$ cat config.mk
export PLATFORM = sky130hd
export DESIGN_NAME = nand_win_bridge
export DESIGN_NICKNAME = d
export VERILOG_FILES = /design/src/rtl/nwb_pkg.sv /design/src/rtl/nwb_decode.sv /design/src/rtl/nwb_sync.sv /design/src/rtl/nwb_seq.sv /design/src/rtl/nwb_regs.sv /design/src/rtl/nand_win_bridge.sv
export SDC_FILE = /design/constraint.sdc
export NUM_CORES = 1
export LEC_CHECK = 0
export ABC_AREA = 1
export BUFFER_PORTS_ARGS = -buffer_cell sky130_fd_sc_hd__buf_4
export CELL_PAD_IN_SITES_DETAIL_PLACEMENT = 1
export CELL_PAD_IN_SITES_GLOBAL_PLACEMENT = 1
export CORE_UTILIZATION = 42
export CTS_CLUSTER_SIZE = 28
export DETAILED_ROUTE_END_ITERATION = 16
export MAX_ROUTING_LAYER = met4
export PLACE_DENSITY_LB_ADDON = 0.08
export SLEW_MARGIN = 30
export SYNTH_ARGS = -nofsm -noshare
export SYNTH_HDL_FRONTEND = slang
export SYNTH_SLANG_ARGS = --single-unit
$ cat constraint.sdc
create_clock -name clk_i -period 5.2 [get_ports clk_i]
set_input_delay 0.78 -clock clk_i [delete_from_list [all_inputs] [get_ports clk_i]]
set_output_delay 0.78 -clock clk_i [all_outputs]
set_load 0.05 [all_outputs]
$ cat src/rtl/nwb_pkg.sv
package nwb_pkg;
  localparam int CLE_BIT = 4;
  localparam int ALE_BIT = 3;

  typedef enum logic [1:0] {CYC_DATA, CYC_ADDR, CYC_CMD} cyc_e;
  typedef enum logic [1:0] {ST_IDLE, ST_STROBE, ST_RECOV, ST_DONE} seq_e;

  function automatic cyc_e decode_cyc(input logic we, input logic cle_bit, input logic ale_bit);
    if (!we)          return CYC_DATA;
    else if (cle_bit) return CYC_CMD;
    else if (ale_bit) return CYC_ADDR;
    else              return CYC_DATA;
  endfunction
endpackage

$ cat src/rtl/nwb_decode.sv
module nwb_decode import nwb_pkg::*; #(
  parameter int AW = 16,
  parameter int CS_COUNT = 4,
  parameter logic [AW-1:0] CHIPSEL_MASK = 16'h4000,
  localparam int CSW = $clog2(CS_COUNT)
) (
  input  logic [AW-1:0]     addr_i,
  input  logic              we_i,
  input  logic [CSW-1:0]    cs_i,
  output cyc_e              cyc_o,
  output logic [CS_COUNT:0] sel_o
);
  logic sec;
  assign sec   = |(addr_i & CHIPSEL_MASK);
  assign cyc_o = decode_cyc(we_i, addr_i[CLE_BIT], addr_i[ALE_BIT]);
  // top bit = secondary enable, replaces the primary one
  assign sel_o = sec ? {1'b1, {CS_COUNT{1'b0}}} : ((CS_COUNT+1)'(1) << cs_i);
endmodule

$ cat src/rtl/nwb_sync.sv
module nwb_sync #(
  parameter int STAGES = 2
) (
  input  logic clk_i,
  input  logic rst_ni,
  input  logic d_i,
  output logic q_o
);
  logic [STAGES-1:0] sh_q;
  always_ff @(posedge clk_i or negedge rst_ni) begin
    if (!rst_ni) sh_q <= '1;
    else         sh_q <= {sh_q[STAGES-2:0], d_i};
  end
  assign q_o = sh_q[STAGES-1];
endmodule

$ cat src/rtl/nwb_seq.sv
module nwb_seq import nwb_pkg::*; #(
  parameter int CS_COUNT = 4,
  parameter int NAND_DW = 8,
  parameter int STROBE_CYC = 3,
  parameter int RECOV_CYC = 2,
  localparam int BEATS = 32 / NAND_DW,
  localparam int BW = (BEATS > 1) ? $clog2(BEATS) : 1,
  localparam int MAXC = (STROBE_CYC > RECOV_CYC) ? STROBE_CYC : RECOV_CYC,
  localparam int CW = $clog2(MAXC + 1)
) (
  input  logic               clk_i,
  input  logic               rst_ni,
  input  logic               start_i,
  input  logic               we_i,
  input  logic               wide_i,
  input  cyc_e               cyc_i,
  input  logic [CS_COUNT:0]  sel_i,
  input  logic [31:0]        wdata_i,
  input  logic [NAND_DW-1:0] dq_i,
  output logic               busy_o,
  output logic               done_o,
  output logic [31:0]        rdata_o,
  output logic               we_no,
  output logic               re_no,
  output logic               cle_o,
  output logic               ale_o,
  output logic [CS_COUNT:0]  ce_o,
  output logic [NAND_DW-1:0] dq_o,
  output logic               dq_oe_o
);
  seq_e              st_q;
  logic [CW-1:0]     cnt_q;
  logic [BW-1:0]     beats_q;
  logic              we_q, wide_q;
  cyc_e              cyc_q;
  logic [CS_COUNT:0] sel_q;
  logic [31:0]       wdata_q, rdata_q;

  always_ff @(posedge clk_i or negedge rst_ni) begin
    if (!rst_ni) begin
      st_q    <= ST_IDLE;
      cnt_q   <= '0;
      beats_q <= '0;
      we_q    <= 1'b0;
      wide_q  <= 1'b0;
      cyc_q   <= CYC_DATA;
      sel_q   <= '0;
      wdata_q <= '0;
      rdata_q <= '0;
    end else begin
      unique case (st_q)
        ST_IDLE: if (start_i) begin
          st_q    <= ST_STROBE;
          cnt_q   <= CW'(STROBE_CYC - 1);
          beats_q <= wide_i ? BW'(BEATS - 1) : '0;
          we_q    <= we_i;
          wide_q  <= wide_i;
          cyc_q   <= cyc_i;
          sel_q   <= sel_i;
          wdata_q <= wdata_i;
        end
        ST_STROBE: if (cnt_q == '0) begin
          if (!we_q) rdata_q <= {dq_i, rdata_q[31:NAND_DW]};
          st_q  <= ST_RECOV;
          cnt_q <= CW'(RECOV_CYC - 1);
        end else cnt_q <= cnt_q - 1'b1;
        ST_RECOV: if (cnt_q == '0) begin
          if (beats_q == '0) st_q <= ST_DONE;
          else begin
            beats_q <= beats_q - 1'b1;
            wdata_q <= wdata_q >> NAND_DW;
            st_q    <= ST_STROBE;
            cnt_q   <= CW'(STROBE_CYC - 1);
          end
        end else cnt_q <= cnt_q - 1'b1;
        default: st_q <= ST_IDLE;
      endcase
    end
  end

  logic active;
  assign active  = (st_q == ST_STROBE) || (st_q == ST_RECOV);
  assign busy_o  = (st_q != ST_IDLE);
  assign done_o  = (st_q == ST_DONE);
  assign we_no   = !((st_q == ST_STROBE) && we_q);
  assign re_no   = !((st_q == ST_STROBE) && !we_q);
  assign cle_o   = active && we_q && (cyc_q == CYC_CMD);
  assign ale_o   = active && we_q && (cyc_q == CYC_ADDR);
  assign ce_o    = active ? sel_q : '0;
  assign dq_o    = wdata_q[NAND_DW-1:0];
  assign dq_oe_o = active && we_q;
  assign rdata_o = wide_q ? rdata_q : 32'(rdata_q[31 -: NAND_DW]);
endmodule

$ cat src/rtl/nwb_regs.sv
module nwb_regs #(
  parameter int CS_COUNT = 4,
  parameter logic [7:0] REV_MAJOR = 8'h02,
  parameter logic [7:0] REV_MINOR = 8'h05
) (
  input  logic                clk_i,
  input  logic                rst_ni,
  input  logic                req_i,
  input  logic                we_i,
  input  logic [1:0]          idx_i,
  input  logic [CS_COUNT-1:0] wdata_i,
  input  logic                ready_i,
  output logic [CS_COUNT-1:0] mode_o,
  output logic                ack_o,
  output logic [31:0]         rdata_o
);
  logic [CS_COUNT-1:0] mode_q;
  always_ff @(posedge clk_i or negedge rst_ni) begin
    if (!rst_ni) begin
      mode_q  <= '0;
      ack_o   <= 1'b0;
      rdata_o <= '0;
    end else begin
      ack_o <= req_i;
      if (req_i) begin
        if (we_i && idx_i == 2'd0) mode_q <= wdata_i;
        unique case (idx_i)
          2'd0:    rdata_o <= 32'(mode_q);
          2'd1:    rdata_o <= {31'b0, ready_i};
          2'd2:    rdata_o <= {16'b0, REV_MAJOR, REV_MINOR};
          default: rdata_o <= '0;
        endcase
      end
    end
  end
  assign mode_o = mode_q;
endmodule

$ cat src/rtl/nand_win_bridge.sv
module nand_win_bridge import nwb_pkg::*; #(
  parameter int AW = 16,
  parameter int CS_COUNT = 4,
  parameter int NAND_DW = 8,
  parameter int STROBE_CYC = 3,
  parameter int RECOV_CYC = 2,
  parameter logic [AW-1:0] CHIPSEL_MASK = 16'h4000,
  parameter logic [7:0] REV_MAJOR = 8'h02,
  parameter logic [7:0] REV_MINOR = 8'h05,
  localparam int CSW = $clog2(CS_COUNT)
) (
  input  logic                clk_i,
  input  logic                rst_ni,
  input  logic                cpu_req_i,
  input  logic                cpu_reg_i,
  input  logic                cpu_we_i,
  input  logic                cpu_wide_i,
  input  logic [CSW-1:0]      cpu_cs_i,
  input  logic [AW-1:0]       cpu_addr_i,
  input  logic [31:0]         cpu_wdata_i,
  output logic [31:0]         cpu_rdata_o,
  output logic                cpu_ack_o,
  output logic [CS_COUNT-1:0] nand_ce_no,
  output logic                nand_ce_sec_no,
  output logic                nand_cle_o,
  output logic                nand_ale_o,
  output logic                nand_we_no,
  output logic                nand_re_no,
  output logic [NAND_DW-1:0]  nand_dq_o,
  output logic                nand_dq_oe_o,
  input  logic [NAND_DW-1:0]  nand_dq_i,
  input  logic                nand_wait_i
);
  logic                busy, seq_done, reg_ack, skip_ack_q, ready_s;
  logic                accept, flash_start;
  logic [CS_COUNT-1:0] mode;
  logic [31:0]         seq_rdata, reg_rdata;
  cyc_e                cyc;
  logic [CS_COUNT:0]   sel, ce;

  assign accept      = cpu_req_i && !busy;
  assign flash_start = accept && !cpu_reg_i && mode[cpu_cs_i];

  nwb_sync #(.STAGES(2)) u_sync (
    .clk_i, .rst_ni, .d_i(nand_wait_i), .q_o(ready_s)
  );

  nwb_regs #(.CS_COUNT(CS_COUNT), .REV_MAJOR(REV_MAJOR), .REV_MINOR(REV_MINOR)) u_regs (
    .clk_i, .rst_ni,
    .req_i(accept && cpu_reg_i), .we_i(cpu_we_i), .idx_i(cpu_addr_i[3:2]),
    .wdata_i(cpu_wdata_i[CS_COUNT-1:0]), .ready_i(ready_s),
    .mode_o(mode), .ack_o(reg_ack), .rdata_o(reg_rdata)
  );

  nwb_decode #(.AW(AW), .CS_COUNT(CS_COUNT), .CHIPSEL_MASK(CHIPSEL_MASK)) u_dec (
    .addr_i(cpu_addr_i), .we_i(cpu_we_i), .cs_i(cpu_cs_i), .cyc_o(cyc), .sel_o(sel)
  );

  nwb_seq #(.CS_COUNT(CS_COUNT), .NAND_DW(NAND_DW), .STROBE_CYC(STROBE_CYC),
            .RECOV_CYC(RECOV_CYC)) u_seq (
    .clk_i, .rst_ni, .start_i(flash_start), .we_i(cpu_we_i), .wide_i(cpu_wide_i),
    .cyc_i(cyc), .sel_i(sel), .wdata_i(cpu_wdata_i), .dq_i(nand_dq_i),
    .busy_o(busy), .done_o(seq_done), .rdata_o(seq_rdata),
    .we_no(nand_we_no), .re_no(nand_re_no), .cle_o(nand_cle_o), .ale_o(nand_ale_o),
    .ce_o(ce), .dq_o(nand_dq_o), .dq_oe_o(nand_dq_oe_o)
  );

  // flash access to a chip select not in NAND mode: acked, no cycle
  always_ff @(posedge clk_i or negedge rst_ni) begin
    if (!rst_ni) skip_ack_q <= 1'b0;
    else         skip_ack_q <= accept && !cpu_reg_i && !mode[cpu_cs_i];
  end

  assign nand_ce_no     = ~ce[CS_COUNT-1:0];
  assign nand_ce_sec_no = ~ce[CS_COUNT];
  assign cpu_ack_o      = seq_done || reg_ack || skip_ack_q;
  assign cpu_rdata_o    = seq_done ? seq_rdata : (reg_ack ? reg_rdata : '0);
endmodule

==> results by group, run 1 <==
Detailed routing
  – # DRC: 0
  – DRT Wirelength: 12400 um
  – Vias per inst: 5.05
  – DR WL/cell: 15.1 um
  – Via count: 4151
  – Drt initial violations: 177
  – Antenna-violating nets left: 0
  – TritonRoute pass-1 iters: 4

Placement
  – PortBufs: 103
  – Post-DP HPWL: 8670 um
  – Final GP Congestion: ~0.78

Critical path
  – R2R Setup Slk: 2.58 ns
  – Crit path launch: u_seq.st_q[0]
  – RR Endpoint: u_seq.wdata_q[30]
  – CP max FO: 24
  – Worst Reg-to-Reg Cells: 8
  – Stages on worst setup path: 4
  – Critical path capture point type: output pin
  – WS Path Type: reg -> out
  – Worst EP arrival: 2.42 ns
  – Worst-path cell chain: ha_1 -> nand2_1 -> o21ai_0 -> buf_4
  – R2r startpoint: u_seq.st_q[0]
  – Worst path max stage delay: 0.56 ns
  – Worst setup SP type: flip-flop
  – CP max-delay cell: nand2_1
  – CP top delay family: simple AND/OR/NAND/NOR gates
  – CP Data Required Time: 4.42 ns
  – WP buf/inv: 1
  – CP endpoint: cpu_rdata_o[9]

Cells and area
  – Layout cells sized above 1: 0.191
  – Most frequent cells in the layout: 206 x nand2_1, 107 x buf_4, 90 x dfrtp_1
  – Reg area: 2300 um^2
  – Layout Area Growth over Synthesis: 20.2%
  – Antenna cells: 0
  – Layout Utilization: 0.516
  – Leading cell type in the layout, fill and taps excluded: nand2_1
  – Nets: roughly 750
  – Fillers: 1380
  – Multi-input gate area: 1880 um^2

Floorplanning
  – Die Wd: ~110 um
  – FP Rows: 38
  – I/O pins: 116
  – Core area: roughly 11000 um^2
  – Die Ht: 107 um
  – Die Area: roughly 12000 um^2
  – Starting density of the core: 0.430

Timing
  – Final Setup Violations: 0
  – RSZ-0062 raised after global routing: no
  – Fmax: 312 MHz
  – Min cycle time layout: approximately 3.2 ns
  – Rel. slew slack: 0.452
  – Worst hold slack: around 0.31 ns
  – Final worst-path cycle share: 0.616
  – Final hold violations: 0
  – Worst slew pin tran: ~0.82 ns
  – Setup tns final: 0 ns
  – Max-slew violations: 0
  – Clock Skew: about 0.008 ns

Power
  – Switching power: ~1.6 mW
  – Leakage power: 3.00 nW
  – Seq pwr share: 0.351
  – Switching share of power: 0.484
  – Clock Power Share: 0.144
  – Int Pwr: 1.76 mW
  – Max VDD drop: 0.244 mV
  – Comb pwr share: 0.505
  – Pwr Density: 609 nW/um^2

CTS
  – CTS buffer count: 9
  – Post-CTS Setup Repair Bufs: 0
  – TritonCTS clock tree: done
  – # hold bufs at CTS: 0
  – Clock transition at path regs: 0.09 ns
  – Clk sinks: 92
  – Post-CTS sizing: 0
  – CTS Buffer Depth: 2
  – Clock root buffer: clkbuf_8
  – # H-tree levels: 3
  – Skew-Pair Late Insertion Delay: 0.37 ns

Global routing
  – First-pass GRT wire length: 21600 um
  – Antenna violations before repair: 0
  – Grt met1 use: 0.306
  – GR Util met3: 0.0557
  – Met2 Usage GRT: 0.417
  – GRT Total Usage: 0.246
  – Vias in the first global route: about 4500
  – GRT Max-Usage Layer: met2
  – GRT Residual Overflow: 0
  – Largest net degree at the start of global routing: 66

Yosys
  – Synth top area share: 0.484
  – Top post-synthesis cells by area: dfrtp_1 48%, nand2_1 17%, o21ai_0 6.6%, inv_1 5.1%, nand4_1 4.8%
  – Seq cells post-synth: 92
  – Syn_nets: 672
  – Post-synth top area cell: dfrtp_1
  – EDFF count, synth: 0
  – Unique masters post-synth: 26
  – Prevailing post-synth register cell: dfrtp_1
  – Seq/Total Area, Yosys: 0.495
  – Post-synthesis area per instance: 7.79 um^2
  – Netlist Area Pre-Place: between 4000 and 5000 um^2
  – Mapped Cells: 598
  – Post-synth ARST share: 1.00
  – YS warnings: 0

Flow run
  – Max-cap check violation count: 0

Status
  – Run status: complete, no violations

Worst hold path
  – Min-Delay Path Class: in -> async
==> power groups by stage <==
stage | Sequential, mW | Combinational [mW] | Clock [mW]
finish | 1.19 | 1.72 | 0.490
CTS | 1.20 | 1.75 | 0.504
detailed placement | 1.21 | 1.74 | 0
global placement | 1.19 | 1.67 | 0
global route | 1.24 | 1.94 | 0.531
floorplan | 1.16 | 1.39 | 0
==> routing by layer <==
layer	wire, um	share of wire
met4	80	0.0065
met2	6290	0.51
met1	5570	0.45
met5	0	0
met3	458	0.037
==> how the worst min path moves through the flow <==
| stage | startpoint | endpoint | slack (ns) |
|---|---|---|---|
| after detailed placement | u_sync.sh_q[0] | u_sync.sh_q[1] | 0.35 |
| after floorplan | u_sync.sh_q[0] | u_sync.sh_q[1] | 0.35 |
| after global routing | rst_ni | u_seq.cyc_q[0] | 0.31 |
| final | rst_ni | u_seq.cyc_q[0] | 0.31 |
| after global placement | u_sync.sh_q[0] | u_sync.sh_q[1] | 0.35 |
| after CTS | rst_ni | u_seq.cyc_q[0] | 0.31 |
==> cell families (layout without fill, tap and decap cells) <==
| kind of cell | after synthesis | after routing | synth area share |
|---|---|---|---|
| AOI/OAI and AO/OA | 87 | 87 | 0.0973 |
| adders and majority gates | 9 | 9 | 0.0242 |
| DFF | 92 | 92 | 0.495 |
| and+or+nand+nor | 306 | 306 | 0.279 |
| buffers and inverters | 104 | 188 | 0.105 |
==> area by class of cell <==
class,count,area share
inverters,65,0.0436
multi-input cells,402,0.335
clock inverters,4,0.00872
repair buffers,107,0.144
flip-flops and latches,92,0.412
well taps,140,0.0313
clock buffers,12,0.0259
==> flip-flops by register name, indices dropped and copies added, names as in the netlist <==
register	flops
u_seq.we_q	1
u_regs.mode_o	4
u_seq.cyc_q	2
u_seq.wide_q	1
u_seq.beats_q	2
u_regs.rdata_o	5
u_seq.rdata_q	32
u_seq.sel_q	5
u_sync.sh_q	2
u_seq.st_q	2
u_seq.wdata_q	32
u_regs.ack_o	1
skip_ack_q	1
u_seq.cnt_q	2
==> Yosys cell counts (all sizes together) (2+ instances only) <==
cell / instances
nand2: 207
dfrtp: 90
inv: 64
o21ai: 63
nor2: 47
nand4: 36
buf: 22
a21oi: 17
clkbuf: 17
nand3: 14
ha: 9
o31ai: 4
a21boi: 2
dfstp: 2
==> worst reg2reg max path: stages, from the launching register on <==
cell	delay, ns
dfrtp_1	0.44
inv_1	0.11
ha_1	0.64
nor2_1	0.14
nor2_2	0.15
buf_4	0.38
nand3_4	0.40
nand2_1	0.20
nand2_1	0.07
==> per-stage QoR <==
step	worst slack [ns]	area [um^2]	power (mW)	instances
3_5_place_dp	2.36	5400	2.95	806
5_1_grt	1.75	5600	3.71	822
6_report	2.00	5600	3.41	822
4_1_cts	1.95	5600	3.45	822
2_1_floorplan	2.32	4660	2.54	598
3_3_place_gp	2.39	5400	2.86	806
Note: power is estimated with default switching activity, not from simulation.
==> run 2: changes to the inputs <==
Settings changed: ABC_AREA 1 to 0.
Clock period 5.2 ns to 3.2 ns, I/O delays scaled along.
==> run 2 against run 1 <==
Compared with the run above:
- synthesized cell count down 32%
- non-clock buffer count up 4
- sequential cell count unchanged
- power up 38%
- register-to-register slack worse by 1.7 ns
- via count down 20%
- sequential share of layout area down 0.14 points
- clock skew up 0.0027 ns
- count of clock-buffer cells in the layout up 1
- largest cell class unchanged
- routed wire length down 14%
- first-iteration DRC count down 38%
==> results by group, run 2 <==
Status
  – Run status: complete, no violations

Critical path
  – CP Data Required Time: ~2.7 ns
  – CP endpoint: nand_cle_o
  – WS Path Type: reg -> out
  – Crit path launch: u_seq.st_q[0]
  – RR Endpoint: u_seq.wdata_q[4]
  – Worst Reg-to-Reg Cells: 7
  – Critical path capture point type: output pin
  – R2r startpoint: u_seq.st_q[0]
  – Worst setup SP type: flip-flop
  – Worst EP arrival: 1.94 ns
  – R2R Setup Slk: between 0.9 and 1 ns
  – CP max FO: 8

Placement
  – PortBufs: 103
  – Post-DP HPWL: around 7600 um
  – Placed instance count: 618
  – Pre-CTS WS: between 0.9 and 1 ns
  – Final GP Congestion: 0.764

Floorplanning
  – Starting density of the core: 0.439
  – Core area: around 11000 um^2
  – FP Rows: 37
  – Die Ht: 107 um
  – Die Area: approximately 11000 um^2
  – Die Wd: about 110 um
  – I/O pins: about 120

Yosys
  – Seq/Total Area, Yosys: 0.499
  – YS warnings: 0
  – Seq cells post-synth: 92
  – Most frequent cell after synthesis: dfrtp_1
  – Unique masters post-synth: 48
  – Post-synth ARST share: 1.00
  – Synth top area share: 0.488
  – Netlist Area Pre-Place: 4610 um^2
  – EDFF count, synth: 0
  – Most frequent cells after synthesis: 90 x dfrtp_1, 40 x mux2_2, 37 x nand2_1
  – Mapped Cells: 405
  – Post-synth top area cell: dfrtp_1
  – Top post-synthesis cells by area: dfrtp_1 49%, mux2_2 9.8%, mux2i_1 6.3%, o21ai_2 3.8%, o21ai_0 3.3%
  – Prevailing post-synth register cell: dfrtp_1
  – Post-synthesis area per instance: between 10 and 15 um^2
  – Syn_nets: 479

Cells and area
  – Antenna cells: 0
  – Layout cells sized above 1: 0.396
  – Most frequent cells in the layout: 110 x buf_4, 90 x dfrtp_1, 40 x mux2_2
  – Fillers: between 1000 and 1500
  – Layout Area Growth over Synthesis: 21.7%
  – Largest registers: u_seq.rdata_q (32), u_seq.wdata_q (32)
  – Nets: 567
  – Final Non-Filler Cells: 634
  – Layout Utilization: 0.534
  – Leading cell type in the layout, fill and taps excluded: buf_4

Global routing
  – Vias in the first global route: 3450
  – Antenna violations before repair: 0
  – First-pass GRT wire length: 17700 um
  – Largest net degree at the start of global routing: 48
  – GRT Residual Overflow: 0
  – GRT Total Usage: 0.204

Timing
  – Final Setup Violations: 0
  – Final hold violations: 0
  – Rel. slew slack: 0.583
  – Max-slew violations: 0
  – Fin worst setup slack: 0.783 ns
  – Worst slew pin tran: 0.625 ns
  – Clock Skew: approximately 0.011 ns
  – RSZ-0062 raised after global routing: no
  – Setup tns final: 0 ns
  – Final worst-path cycle share: 0.755
  – Fmax: 414 MHz
  – Min cycle time layout: 2.42 ns

CTS
  – Skew-Pair Late Insertion Delay: 0.36 ns
  – Post-CTS sizing: 0
  – # hold bufs at CTS: 0
  – Clock transition at path regs: ~0.090 ns
  – CTS buffer count: 9
  – TritonCTS clock tree: done
  – Clk sinks: 92
  – CTS Buffer Depth: 2
  – Post-CTS Setup Repair Bufs: 0
  – # H-tree levels: 3
  – Clock root buffer: clkbuf_8

Flow run
  – Max-cap check violation count: 0

Detailed routing
  – TritonRoute pass-1 iters: 4
  – DRT Wirelength: approximately 11000 um
  – # DRC: 0
  – Drt initial violations: 110
  – Via count: ~3300
  – Antenna-violating nets left: 0
  – DR WL/cell: 16.9 um
  – Vias per inst: 5.26

Power
  – Leakage power: 2.74 nW
  – Pwr Density: approximately 840 nW/um^2
  – Max VDD drop: 0.346 mV
  – Total power: 4.69 mW

Worst hold path
  – Min-Delay Path Class: in -> async
## run 2: changes by cell type in the layout (fill, tap and decap cells not counted), sizes merged, moves of 8 or more
cell     previous run  this run
inv                64        13
nand2             207        37
o2bb2ai             0         8
mux2i               0        29
mux2                0        42
nand4              36         0
a21oi              17         3
and3                0        23
o21ai              63        55
nor2               47         6
a22oi               0         9
## run 2: final cells by class
| cell class | instances | area [um^2] | share of cell area |
|---|---|---|---|
| clock buffer | 13 | 179 | 0.0319 |
| clock inverter | 3 | 18.8 | 0.00334 |
| inverter | 13 | 48.8 | 0.00869 |
| multi-input combinational | 266 | 2050 | 0.365 |
| sequential | 92 | 2300 | 0.410 |
| tap | 136 | 170 | 0.0303 |
| timing repair buffer | 111 | 846 | 0.151 |
## run 2: per-stage QoR
| step | instance area (um^2) | hold slack (ns) |
|---|---|---|
| final | 5620 | 0.120 |
| after global routing | 5620 | 0.164 |
| after CTS | 5620 | 0.143 |
| after detailed placement | 5420 | 0.355 |
| after global placement | 5420 | 0.346 |
| after floorplan | 4610 | 0.184 |
## run 2: worst min path at each step
| stage | start | endpoint | slack [ns] | cells after the start |
|---|---|---|---|---|
| 6_report | rst_ni | u_seq.rdata_q[2] | 0.12 | 1 |
| 5_1_grt | rst_ni | u_seq.rdata_q[2] | 0.16 | 1 |
| 3_3_place_gp | u_sync.sh_q[0] | u_sync.sh_q[1] | 0.35 | 0 |
| 4_1_cts | rst_ni | u_seq.rdata_q[2] | 0.14 | 1 |
| 2_1_floorplan | rst_ni | skip_ack_q | 0.18 | 0 |
| 3_5_place_dp | u_sync.sh_q[0] | u_sync.sh_q[1] | 0.35 | 0 |
## run 2: routing by layer
| metal | vias to the layer above | GRT usage | part of all wire |
|---|---|---|---|
| li1 | 1607 | - | - |
| met1 | 1647 | 0.270 | 0.47 |
| met2 | 65 | 0.326 | 0.49 |
| met3 | 13 | 0.0347 | 0.035 |
| met4 | 0 | 0.0558 | 0.012 |
| met5 | - | - | 0 |
## run 2: cells by family after synthesis
| kind of cell | after synthesis | share of synthesized area |
|---|---|---|
| simple gates | 95 | 0.106 |
| flops | 92 | 0.499 |
| fa+ha+maj | 9 | 0.0244 |
| buf+inv | 47 | 0.0572 |
| mux | 72 | 0.170 |
| compound gates | 90 | 0.142 |
## run 2: worst max-delay path, stage by stage, from the launching register on
cell and delay, ns:
dfrtp_1 0.41, inv_1 0.11, ha_1 0.45, nand2_1 0.14, nor3b_1 0.23, buf_4 0.23
## run 2: power breakdown
group	internal [mW]	leakage, nW	switching (mW)
sequential	1.64	1.17	0.326
clock	0.367	0.105	0.399
combinational	0.813	1.46	1.15
==> run 3: changes to the inputs <==
Settings changed: CORE_UTILIZATION 42 to 37.
Clock period 3.2 ns to 2.1 ns, I/O delays scaled along.
==> run 3 against run 2 <==
Compared with the run above:
- register-to-register slack worse by 0.70 ns
- combinational power up 58%
- first-iteration DRC count rose by 30%
- clock skew fell by 0.0048 ns
- highest routed layer unchanged
==> results by group, run 3 (synthesis results as in run 2) <==
Timing
  – Fmax: just under 500 MHz
  – Worst slew pin tran: 0.460 ns
  – Final Setup Violations: 0
  – Min cycle time layout: 2.02 ns
  – Final hold violations: 0
  – Max-slew violations: 0
  – Rel. slew slack: 0.693
  – Final worst-path cycle share: 0.961
  – Worst hold slack: 0.0762 ns
  – RSZ-0062 raised after global routing: yes
  – Clock Skew: 0.00603 ns

Placement
  – Placed instance count: 657
  – Final GP Congestion: 0.729
  – Post-DP HPWL: 7710 um
  – PortBufs: 103

Detailed routing
  – TritonRoute pass-1 iters: 4
  – # DRC: 0
  – DR WL/cell: 16.1 um
  – Antenna-violating nets left: 0
  – Via count: between 3000 and 4000
  – Drt initial violations: roughly 140
  – Vias per inst: roughly 5
  – DRT Wirelength: ~11000 um

Cells and area
  – Layout Area Growth over Synthesis: 27.7%
  – Final Non-Filler Cells: 677
  – Most frequent cells in the layout: 117 x buf_4, 89 x dfrtp_1, 40 x mux2_2
  – Layout cells sized above 1: 0.411
  – Nets: 578
  – Leading cell type in the layout, fill and taps excluded: buf_4
  – Layout Utilization: 0.488
  – Largest registers: u_seq.rdata_q (32), u_seq.wdata_q (32)
  – Antenna cells: 0

Worst hold path
  – Min-Delay Path Class: in -> reg
  – Hold Startpoint: nand_wait_i

CTS
  – CTS buffer count: 9
  – # H-tree levels: 3
  – Clock root buffer: clkbuf_16
  – TritonCTS clock tree: done
  – Clock transition at path regs: 0.06 ns
  – Clk sinks: 92
  – CTS Buffer Depth: 2
  – Skew-Pair Late Insertion Delay: 0.34 ns

Critical path
  – WP buf/inv: 2
  – Crit path launch: u_seq.st_q[0]
  – Worst EP arrival: 1.70 ns
  – CP max FO: 3
  – CP top delay family: flip-flops
  – CP Data Required Time: 1.78 ns
  – Worst path max stage delay: 0.39 ns
  – WS Path Type: reg -> out
  – R2r startpoint: u_seq.st_q[0]
  – Worst setup SP type: flip-flop
  – CP max-delay cell: dfrtp_1
  – Worst-path cell chain: inv_1 -> ha_1 -> nand2_1 -> nor3b_1 -> buf_4
  – Critical path capture point type: output pin

Global routing
  – GRT Total Usage: 0.187
  – Antenna violations before repair: 0
  – GRT Residual Overflow: 0
  – Vias in the first global route: 3519
  – First-pass GRT wire length: ~18000 um
  – Largest net degree at the start of global routing: between 40 and 50

Power
  – Pwr Density: 1330 nW/um^2
  – Leakage power: 2.86 nW
  – Max VDD drop: 0.481 mV
  – Total power: a little under 8 mW

Floorplanning
  – I/O pins: 116
  – Die Wd: 114 um
  – Core area: 12100 um^2
  – Die Ht: 114 um
  – FP Rows: 40
  – Starting density of the core: 0.383
  – Die Area: 12900 um^2

Status
  – Run status: complete, no violations

Flow run
  – Max-cap check violation count: 0
run 3: worst reg2reg max path: stages, from the launching register on:
cell and delay (ns):
dfrtp_1 0.41, inv_1 0.13, ha_1 0.20, and3b_1 0.21
buf_4 0.15, a22oi_4 0.06, buf_4 0.22, o21ai_0 0.28
o21ai_2 0.10
run 3: cell type report:
cell class | count | area [um^2]
Tap cell | 168 | 210
Timing Repair Buffer | 122 | 960
Sequential cell | 92 | 2310
Clock buffer | 9 | 225
Fill cell | 1307 | 6170
Inverter | 13 | 48.8
Clock inverter | 7 | 91.3
Multi-Input combinational cell | 266 | 2050
run 3: timing repair:
action	CTS	global route
hold buffers	1	0
endpoints found under the hold margin	23	0
gates resized for setup	1	2
buffers inserted	0	3
endpoints found under the setup margin	1	20
run 3: final timing paths:
check / slack [ns] / to / depth (start not counted)
worst max-delay path: 0.08 / nand_cle_o / 5
worst min-delay path: 0.08 / u_sync.sh_q[0] / 1
worst max register to register: 0.22 / u_seq.wdata_q[21] / 8
worst min register to register: 0.36 / u_sync.sh_q[1] / 0
max in group asynchronous: 1.02 / u_seq.rdata_q[13] / 3
min in group asynchronous: 0.42 / u_seq.rdata_q[18] / 2
run 3: through the flow:
| stage | TNS, ns | cell area, um^2 | setup slack, ns |
|---|---|---|---|
| floorplan | -0.844 | 4610 | -0.430 |
| global placement | 0 | 5540 | 0.181 |
| detailed placement | 0 | 5540 | 0.169 |
| CTS | -0.00223 | 5870 | -0.00223 |
| global route | -0.0806 | 5890 | -0.0462 |
| finish | 0 | 5890 | 0.0829 |
run 3: power breakdown:
part	internal, mW	switching [mW]	leakage (nW)
Sequential	2.51	0.493	1.17
Clock	1.04	0.697	0.155
Combinational	1.33	1.75	1.53
run 3: metal layers:
layer  global-route usage  vias to the layer above  routed length (um)
li1                     -                     1637                   -
met1                0.246                     1672                5160
met2                0.290                       76                5180
met3               0.0420                       11                 424
met4               0.0553                        0                 133
met5                    -                        -                   0
